===== src/rtl/wdalm_counter.sv =====
module wdalm_counter #(
  parameter int PULSE_TICKS = 1024
) (
  input  logic       clk,
  input  logic       rst_n,
  input  logic       tick_1hz,
  input  logic       tick_4khz,
  input  logic       reg_wr,
  input  logic       reg_rd,
  input  logic [3:0] reg_addr,
  input  logic [7:0] reg_wdata,
  output logic [7:0] reg_rdata,
  output logic       rst_drive_low,
  output logic       int_drive_low,
  output logic       access_block
);
  localparam int PW = $clog2(PULSE_TICKS + 1);
  localparam logic [PW-1:0] PLAST = PW'(PULSE_TICKS - 1);

  logic [23:0]   cnt, seed, snap;
  logic [15:0]   stage;
  logic [7:0]    ctrl;
  logic          af, pulse_rst, pulse_int;
  logic [PW-1:0] pcnt;

  wire en      = ctrl[6];
  wire oneshot = ctrl[5];
  wire sel_int = ctrl[3];
  wire aie     = ctrl[0];

  wire pulsing   = pulse_rst | pulse_int;
  wire wr        = reg_wr & ~pulse_rst;
  wire rd        = reg_rd & ~pulse_rst;
  wire cnt_reg   = (reg_addr >= 4'h4) && (reg_addr <= 4'h6);
  wire touch     = (wr | rd) & cnt_reg;
  wire commit    = wr && reg_addr == 4'h6;
  wire tick      = oneshot ? tick_4khz : tick_1hz;
  wire step      = en && !pulsing && tick && cnt != 24'd0;
  wire fire      = step && cnt == 24'd1;
  wire pulse_end = pulsing && tick_4khz && pcnt == PLAST;

  assign rst_drive_low = pulse_rst;
  assign access_block  = pulse_rst;
  assign int_drive_low = pulse_int | (!oneshot & sel_int & aie & af);

  always_ff @(posedge clk) begin
    if (!rst_n) begin
      cnt <= '0; seed <= '0; snap <= '0; stage <= '0; ctrl <= '0;
      af <= 1'b0; pulse_rst <= 1'b0; pulse_int <= 1'b0; pcnt <= '0;
      reg_rdata <= '0;
    end else begin
      if (commit) begin
        cnt  <= {reg_wdata, stage};
        seed <= {reg_wdata, stage};
      end else if (touch) begin
        cnt <= seed;
      end else if (step) begin
        cnt <= (fire && !oneshot) ? seed : cnt - 24'd1;
      end

      if (wr && reg_addr == 4'h4) stage[7:0]  <= reg_wdata;
      if (wr && reg_addr == 4'h5) stage[15:8] <= reg_wdata;
      if (wr && reg_addr == 4'h7) ctrl        <= reg_wdata;

      if (pulse_end)
        af <= 1'b0;
      else if (fire)
        af <= 1'b1;
      else if (wr && reg_addr == 4'h8 && !reg_wdata[0] && !pulsing)
        af <= 1'b0;

      if (fire && oneshot) begin
        pcnt <= '0;
        if (!sel_int)  pulse_rst <= 1'b1;
        else if (aie)  pulse_int <= 1'b1;
      end else if (pulsing && tick_4khz) begin
        pcnt <= pcnt + 1'b1;
        if (pulse_end) begin
          pulse_rst <= 1'b0;
          pulse_int <= 1'b0;
        end
      end

      if (reg_rd) begin
        if (!rd) reg_rdata <= '0;
        else begin
          case (reg_addr)
            4'h4: begin reg_rdata <= cnt[7:0]; snap <= cnt; end
            4'h5: reg_rdata <= snap[15:8];
            4'h6: reg_rdata <= snap[23:16];
            4'h7: reg_rdata <= ctrl;
            4'h8: reg_rdata <= {7'b0, af};
            default: reg_rdata <= '0;
          endcase
        end
      end
    end
  end

  p_seed_hold_r1: assert property (@(posedge clk) disable iff (!rst_n)
    !(reg_wr && reg_addr == 4'h6 && !access_block) |=> $stable(seed));

  p_count_step_r3: assert property (@(posedge clk) disable iff (!rst_n)
    (!reg_wr && !reg_rd) |=> (cnt == $past(cnt) || cnt == $past(cnt) - 24'd1 || cnt == seed));

  p_hold_zero_r4: assert property (@(posedge clk) disable iff (!rst_n)
    (en && oneshot && cnt == 24'd0 && !reg_wr && !reg_rd) |=> cnt == 24'd0);

  p_pulse_has_flag_r6: assert property (@(posedge clk) disable iff (!rst_n)
    (pulse_rst || pulse_int) |-> af);

  p_blocked_read_r6: assert property (@(posedge clk) disable iff (!rst_n)
    (access_block && reg_rd) |=> reg_rdata == 8'd0);

  p_one_pulse_r7: assert property (@(posedge clk) disable iff (!rst_n)
    !(pulse_rst && pulse_int));
endmodule


===== config.mk =====
export PLATFORM = sky130hd
export DESIGN_NAME = wdalm_counter
export DESIGN_NICKNAME = d
export VERILOG_FILES = /design/src/rtl/wdalm_counter.sv
export SDC_FILE = /design/constraint.sdc
export NUM_CORES = 1
export LEC_CHECK = 0
export BUFFER_PORTS_ARGS = -buffer_cell sky130_fd_sc_hd__buf_2
export CAP_MARGIN = 20
export CORE_AREA = 5 5 105 107
export CTS_CLUSTER_DIAMETER = 100
export DETAILED_ROUTE_END_ITERATION = 10
export DIE_AREA = 0 0 110 112
export MAX_ROUTING_LAYER = met4
export PLACE_DENSITY_LB_ADDON = 0.12
export SLEW_MARGIN = 20
export SYNTH_ARGS = -nofsm -noshare
export SYNTH_HDL_FRONTEND = slang
export SYNTH_SLANG_ARGS = --single-unit

===== constraint.sdc =====
create_clock -name clk -period 7.82 [get_ports clk]
set_input_delay 1.173 -clock clk [delete_from_list [all_inputs] [get_ports clk]]
set_output_delay 1.173 -clock clk [all_outputs]
set_load 0.05 [all_outputs]

======== Word-level counts from Yosys, hierarchy flattened ========
Cells that the tools add are included.
word-level totals
  latch bits .............................. 0
  bits in read-only memories .............. 0
  memory bits (writable) .................. 0
  bits in registers ....................... 118
  output and inout port bits .............. 11
  logic and storage cells ................. 81
  memories kept ........................... 0
cells by class
  equality and inequality tests ........... 10
  bitwise gates (word level) .............. 11
  reduce and logical (&&, ||, !) cells .... 29
  divide/modulo/power cells ............... 0
  $mul .................................... 0
  multiplexer cells ....................... 16
  add/subtract/negate cells ............... 2
  $lt $le $gt $ge ......................... 2
  shifts and indexed selects .............. 0
operators with widths
  operator                                                            count
  two-way mux 24 bit                                                  4
  one-hot mux 8 bit (5 select lines)                                  1
  equality test 24 x 1 -> 1 bit (second input constant)               1
  nonzero test 24 bit                                                 1
  subtractor 24 x 1 -> 24 bit (second input constant)                 1
  equality test 4 x 3 -> 1 bit (second input constant)                4
  logical AND 1 bit                                                   16
  adder 11 x 1 -> 11 bit (second input constant)                      1
  equality test 11 x 10 -> 1 bit (second input constant)              1
  two-way mux 1 bit                                                   10
  two-way mux 8 bit                                                   1
  AND 1 bit                                                           6
  != test 2 bit (second input constant)                               3
  AND reduction 3 bit                                                 2
  nonzero test 2 bit                                                  3
  equality test 4 bit (second input constant)                         1
  greater-or-equal comparator 4 x 3 -> 1 bit (second input constant)  1
  <= comparator 4 x 3 -> 1 bit (second input constant)                1
  AND reduction 4 bit                                                 1
  OR reduction 2 bit                                                  2
  logical NOT 1 bit                                                   3
  bitwise OR 1 bit                                                    3
  nonzero test 3 bit                                                  1
  inverter 1 bit                                                      2

======== Longest topological paths before layout ========
  depth after elaboration ................. 11
  depth in mapped cells ................... 9

======== Worst setup path before layout ========
Ideal clock, no wire load.
  kind .................................... in2reg
  start point ............................. input port reg_addr[0]
  end point ............................... register snap[15]
  setup time .............................. 0.128 ns
  data arrival time ....................... 2.847 ns
  stages on the path ...................... 7
  buffers on the path ..................... 3
  required time ........................... 7.692 ns
  slack ................................... 4.846 ns
  cell sequence ........................... buf_1 > nor2_1 > nand3_1 > clkbuf_1 > clkbuf_1 > mux2i_1 > nor2_1
on the way
  longest elaborated chain between the ends .. 2
RTL lines
  what                                  RTL line  source
  start, declared                       10        input logic [3:0] reg_addr,
  equality test 4 x 3 -> 1 bit          87        case (reg_addr)
  AND reduction 3 bit (no source line)  -
  end signal, assigned                  88        4'h4: begin reg_rdata <= cnt[7:0]; snap <= cnt; end
  end, declared                         20        logic [23:0] cnt, seed, snap;
Every way passes these cells.
A chain may end at the register's enable or synchronous reset.

======== Final worst setup path ========
  start point ............................. register cnt[8]
  end point ............................... register cnt[13]
on the way
  longest elaborated chain between the ends .. 8
RTL lines
  what                                                                 RTL line  source
  start, declared                                                      20
  start signal, assigned                                               53        cnt <= {reg_wdata, stage};
  start signal, assigned                                               58        cnt <= (fire && !oneshot) ? seed : cnt - 24'd1;
  branches (longest 8 deep; another with subtractor 24 x 1 -> 24 bit)  -
Parallel ways; which one is timed is not known. The select of a mux whose other input is x is not followed.

==> implementation parameters <==
Parameter                              Value

Route
  Post-detailed-routing wire length    12.5 mm
  Number of violations reported at the end of detailed-routing iteration 0    238
  Mean routed wirelength per cell    17.7 µm
  Remaining routing DRC violations    0
  DR vias/cell    5.66
  Count of vias placed by the detailed router    3982
  First drt pass iteration count    5
  Number of nets with antenna violations after detailed routing    0

Synthesis
  Share of Yosys cell area claimed by the top area cell type    43.8%
  Syn_area_per_cell    9.21 µm²
  Cell accounting for the most synthesized area    dfxtp_1
  Number of enable-type register cells in the synthesized netlist    0
  Asr flop ratio synth    0%
  Total nets after synthesis    568
  Synth Instances    546
  Proportion of synthesized chip area in sequential cells    43.8%
  Most used flip-flop cell after synthesis    dfxtp_1
  Synth Cell Area    5030 µm²
  Number of warnings issued by yosys    0
  Count of distinct cell types in the synthesized netlist    51
  Synthesized flop and latch total    110
  Synth area leaders    dfxtp_1 (44%), mux2i_1 (8.8%), nor2_1 (5.4%)

Status
  Result of the run    finished, final reports clean

Clock tree
  Post-cts repair resize count    0
  Inserted Clock Buffers    9
  Buffer levels on the longest clock path    2
  Level count of the clock H-tree    3
  Setup fix buffers added after clock tree synthesis    0
  # hold bufs at CTS    0
  CTS tree    done
  Reg clk slew, reported paths    0.11 ns
  Clk_lat worst skew    0.38 ns
  Clock sink total    110
  Cell chosen for the clock root    clkbuf_8

Final layout
  FF/Latch Area    2200 µm²
  Area of the multi-input gates    2670 µm²
  Post-Layout Inst Area    5500 µm²
  Fraction of layout instances using a drive strength above 1    16.0%
  Fill cell total of the finished layout    957
  Final non-filler cell total    704
  Final Net Count    585
  Post-route core utilization    54.8%
  Count of antenna diodes in the layout    0
  Growth of design area from synthesis to finish    9.38%

GRT
  Vias in the first global route    4014
  Global route total overflow    0
  First-pass GRT wire length    20.7 mm
  Number of antenna violations at the first check in global routing    0
  Total global-route track usage    22.3%
  Largest net degree at the start of global routing    61

Critical path
  Series of cell instances along the critical path    nor4_1 -> nand4_1 -> nor4_4 -> a21oi_4 -> buf_16 -> mux2_2 -> a311oi_1
  Slowest CP cell    nor4_1
  CP max stage delay    0.72 ns
  Worst-case register-to-register setup slack    4.71 ns
  Highest net fanout along the worst path    19
  Element type at the critical path start    flip-flop
  CP Data Required Time    8.11 ns
  Kind of end point of the critical path    flip-flop
  Type of the worst setup path    reg2reg
  Arrival time reported for the critical path endpoint    3.41 ns

Floorplan
  Die footprint    12300 µm²
  Die Width    110 µm
  Height of the die    112 µm
  Initial core utilization    50.1%
  Core area    10000 µm²
  Number of cell rows    37
  I/O pin count    29

Timing
  Setup violators final    0
  Setup skew after layout    0.0156 ns
  Maximum achievable frequency    0.321 GHz
  Worst-margin pin slew    1.07 ns
  TNS Setup    0 ns
  Final cycle utilization of the critical path    39.8%
  Final number of max-transition violations    0
  Count of endpoints failing hold in the final timing report    0
  Worst slew slack as a fraction of its limit    28.6%
  RSZ-0062 raised after global routing    false
  Time the final worst path needs with I/O delays and setup    3.11 ns

Power
  VDD IR-drop max    0.166 mV
  Total chip power    0.00111 W
  Lkg Pwr    2.21 nW
  PD cells    201 nW/µm²

Flow run
  Count of maximum capacitance violations    0

Worst hold path
  Hold WC Path Type    reg2reg

Placement
  Placed cells    687
  Total cell area at the placement stage    5270 µm²
  HPWL after detailed placement    8.54 mm
  Placer's final routability congestion estimate    0.838
  Port buffer count    28
report_power, final:
| part | leakage [nW] | internal (W) | total, W | switching, W |
|---|---|---|---|---|
| logic | 1.22 | 0.0000777 | 0.000164 | 0.0000860 |
| registers | 0.889 | 0.000570 | 0.000586 | 0.0000153 |
| clock network | 0.0987 | 0.000159 | 0.000358 | 0.000199 |
routing by layer:
| layer | part of all wire (%) | wire length [µm] | vias up | GRT usage [%] |
|---|---|---|---|---|
| li1 | - | - | 1952 | - |
| met1 | 46 | 5760 | 1934 | 29.0 |
| met2 | 48 | 6000 | 74 | 34.6 |
| met3 | 3.6 | 450 | 22 | 4.70 |
| met4 | 2.2 | 280 | 0 | 6.90 |
| met5 | 0 | 0 | - | - |
Yosys cell counts, types with 2 or more instances:
library cell  instances
dfxtp_1             110
nor2_1               73
nand2_1              70
mux2i_1              44
a21oi_1              33
clkbuf_1             24
o21ai_0              22
a31oi_1              20
xnor2_1              15
nand3_1              12
mux2_4               11
xor2_1               11
mux2_2                9
mux4_2                8
inv_1                 7
nand2b_1              7
nor4_1                7
nor3_1                6
nand4_1               5
a21boi_0              4
ha_1                  4
and3_1                3
buf_1                 3
o22ai_1               3
a41o_1                2
buf_6                 2
nand4b_1              2
nor3b_1               2
o211a_1               2
or3_1                 2
or3_2                 2
or4_4                 2
path summary, 6_finish.rpt:
path                                from        to  cells after the start
worst max-delay path              cnt[8]   cnt[13]                      7
worst min register to register  seed[22]  seed[22]                      2
worst max register to register    cnt[8]   cnt[13]                      7
worst min-delay path            seed[22]  seed[22]                      2
logic make-up after synthesis:
group / Yosys count / synth area share, %
AND/OR/NAND/NOR: 200 / 18.2
flip-flops: 110 / 43.8
AO/OA/AOI/OAI: 95 / 11.4
multiplexers: 73 / 17.9
buffers and inverters: 38 / 3.21
XOR/XNOR: 26 / 4.53
adder cells (fa/ha/maj): 4 / 0.995
layout make-up:
| cell class | count | area share [%] |
|---|---|---|
| clock inverters | 6 | 1.30 |
| well taps | 136 | 3.09 |
| clock buffers | 10 | 2.50 |
| repair buffers | 36 | 4.00 |
| inverters | 8 | 0.546 |
| multi-input cells | 398 | 48.5 |
| flip-flops and latches | 110 | 40.0 |
critical path, delay by kind of cell (launching register included):
kind / cells / cell delay (ns)
buffers and inverters: 1 / 0.23
DFF: 1 / 0.40
AOI/OAI and AO/OA: 2 / 0.51
muxes: 1 / 0.28
and+or+nand+nor: 3 / 1.61
stage by stage:
step                setup slack, ns  hold slack (ns)
CTS                            4.69            0.466
finish                         4.71            0.465
global route                   4.44            0.487
detailed placement             4.31            0.452
global placement               4.39            0.446
floorplan                      4.85            0.433
layout by cell type, fill, tap and decap left out, types with 2 or more instances in the layout:
| cell type | instances |
|---|---|
| nand4_1 | 5 |
| xnor2_1 | 15 |
| a21oi_1 | 33 |
| and3_1 | 3 |
| nand3_1 | 12 |
| o22ai_1 | 3 |
| or3_1 | 2 |
| nand2_1 | 70 |
| mux2i_1 | 44 |
| o211a_1 | 2 |
| nand2b_1 | 7 |
| ha_1 | 4 |
| a41o_1 | 2 |
| nor3b_1 | 2 |
| clkbuf_8 | 10 |
| inv_1 | 7 |
| xor2_1 | 11 |
| clkinv_4 | 3 |
| o21ai_0 | 22 |
| a31oi_1 | 20 |
| or4_4 | 2 |
| a21boi_0 | 4 |
| buf_2 | 28 |
| or3_2 | 2 |
| buf_4 | 7 |
| mux2_4 | 11 |
| mux4_2 | 8 |
| nor3_1 | 6 |
| mux2_2 | 9 |
| nand4b_1 | 2 |
| nor4_1 | 7 |
| dfxtp_1 | 110 |
| clkinvlp_4 | 2 |
| nor2_1 | 73 |
No activity file was read; power rests on OpenSTA's default activity.
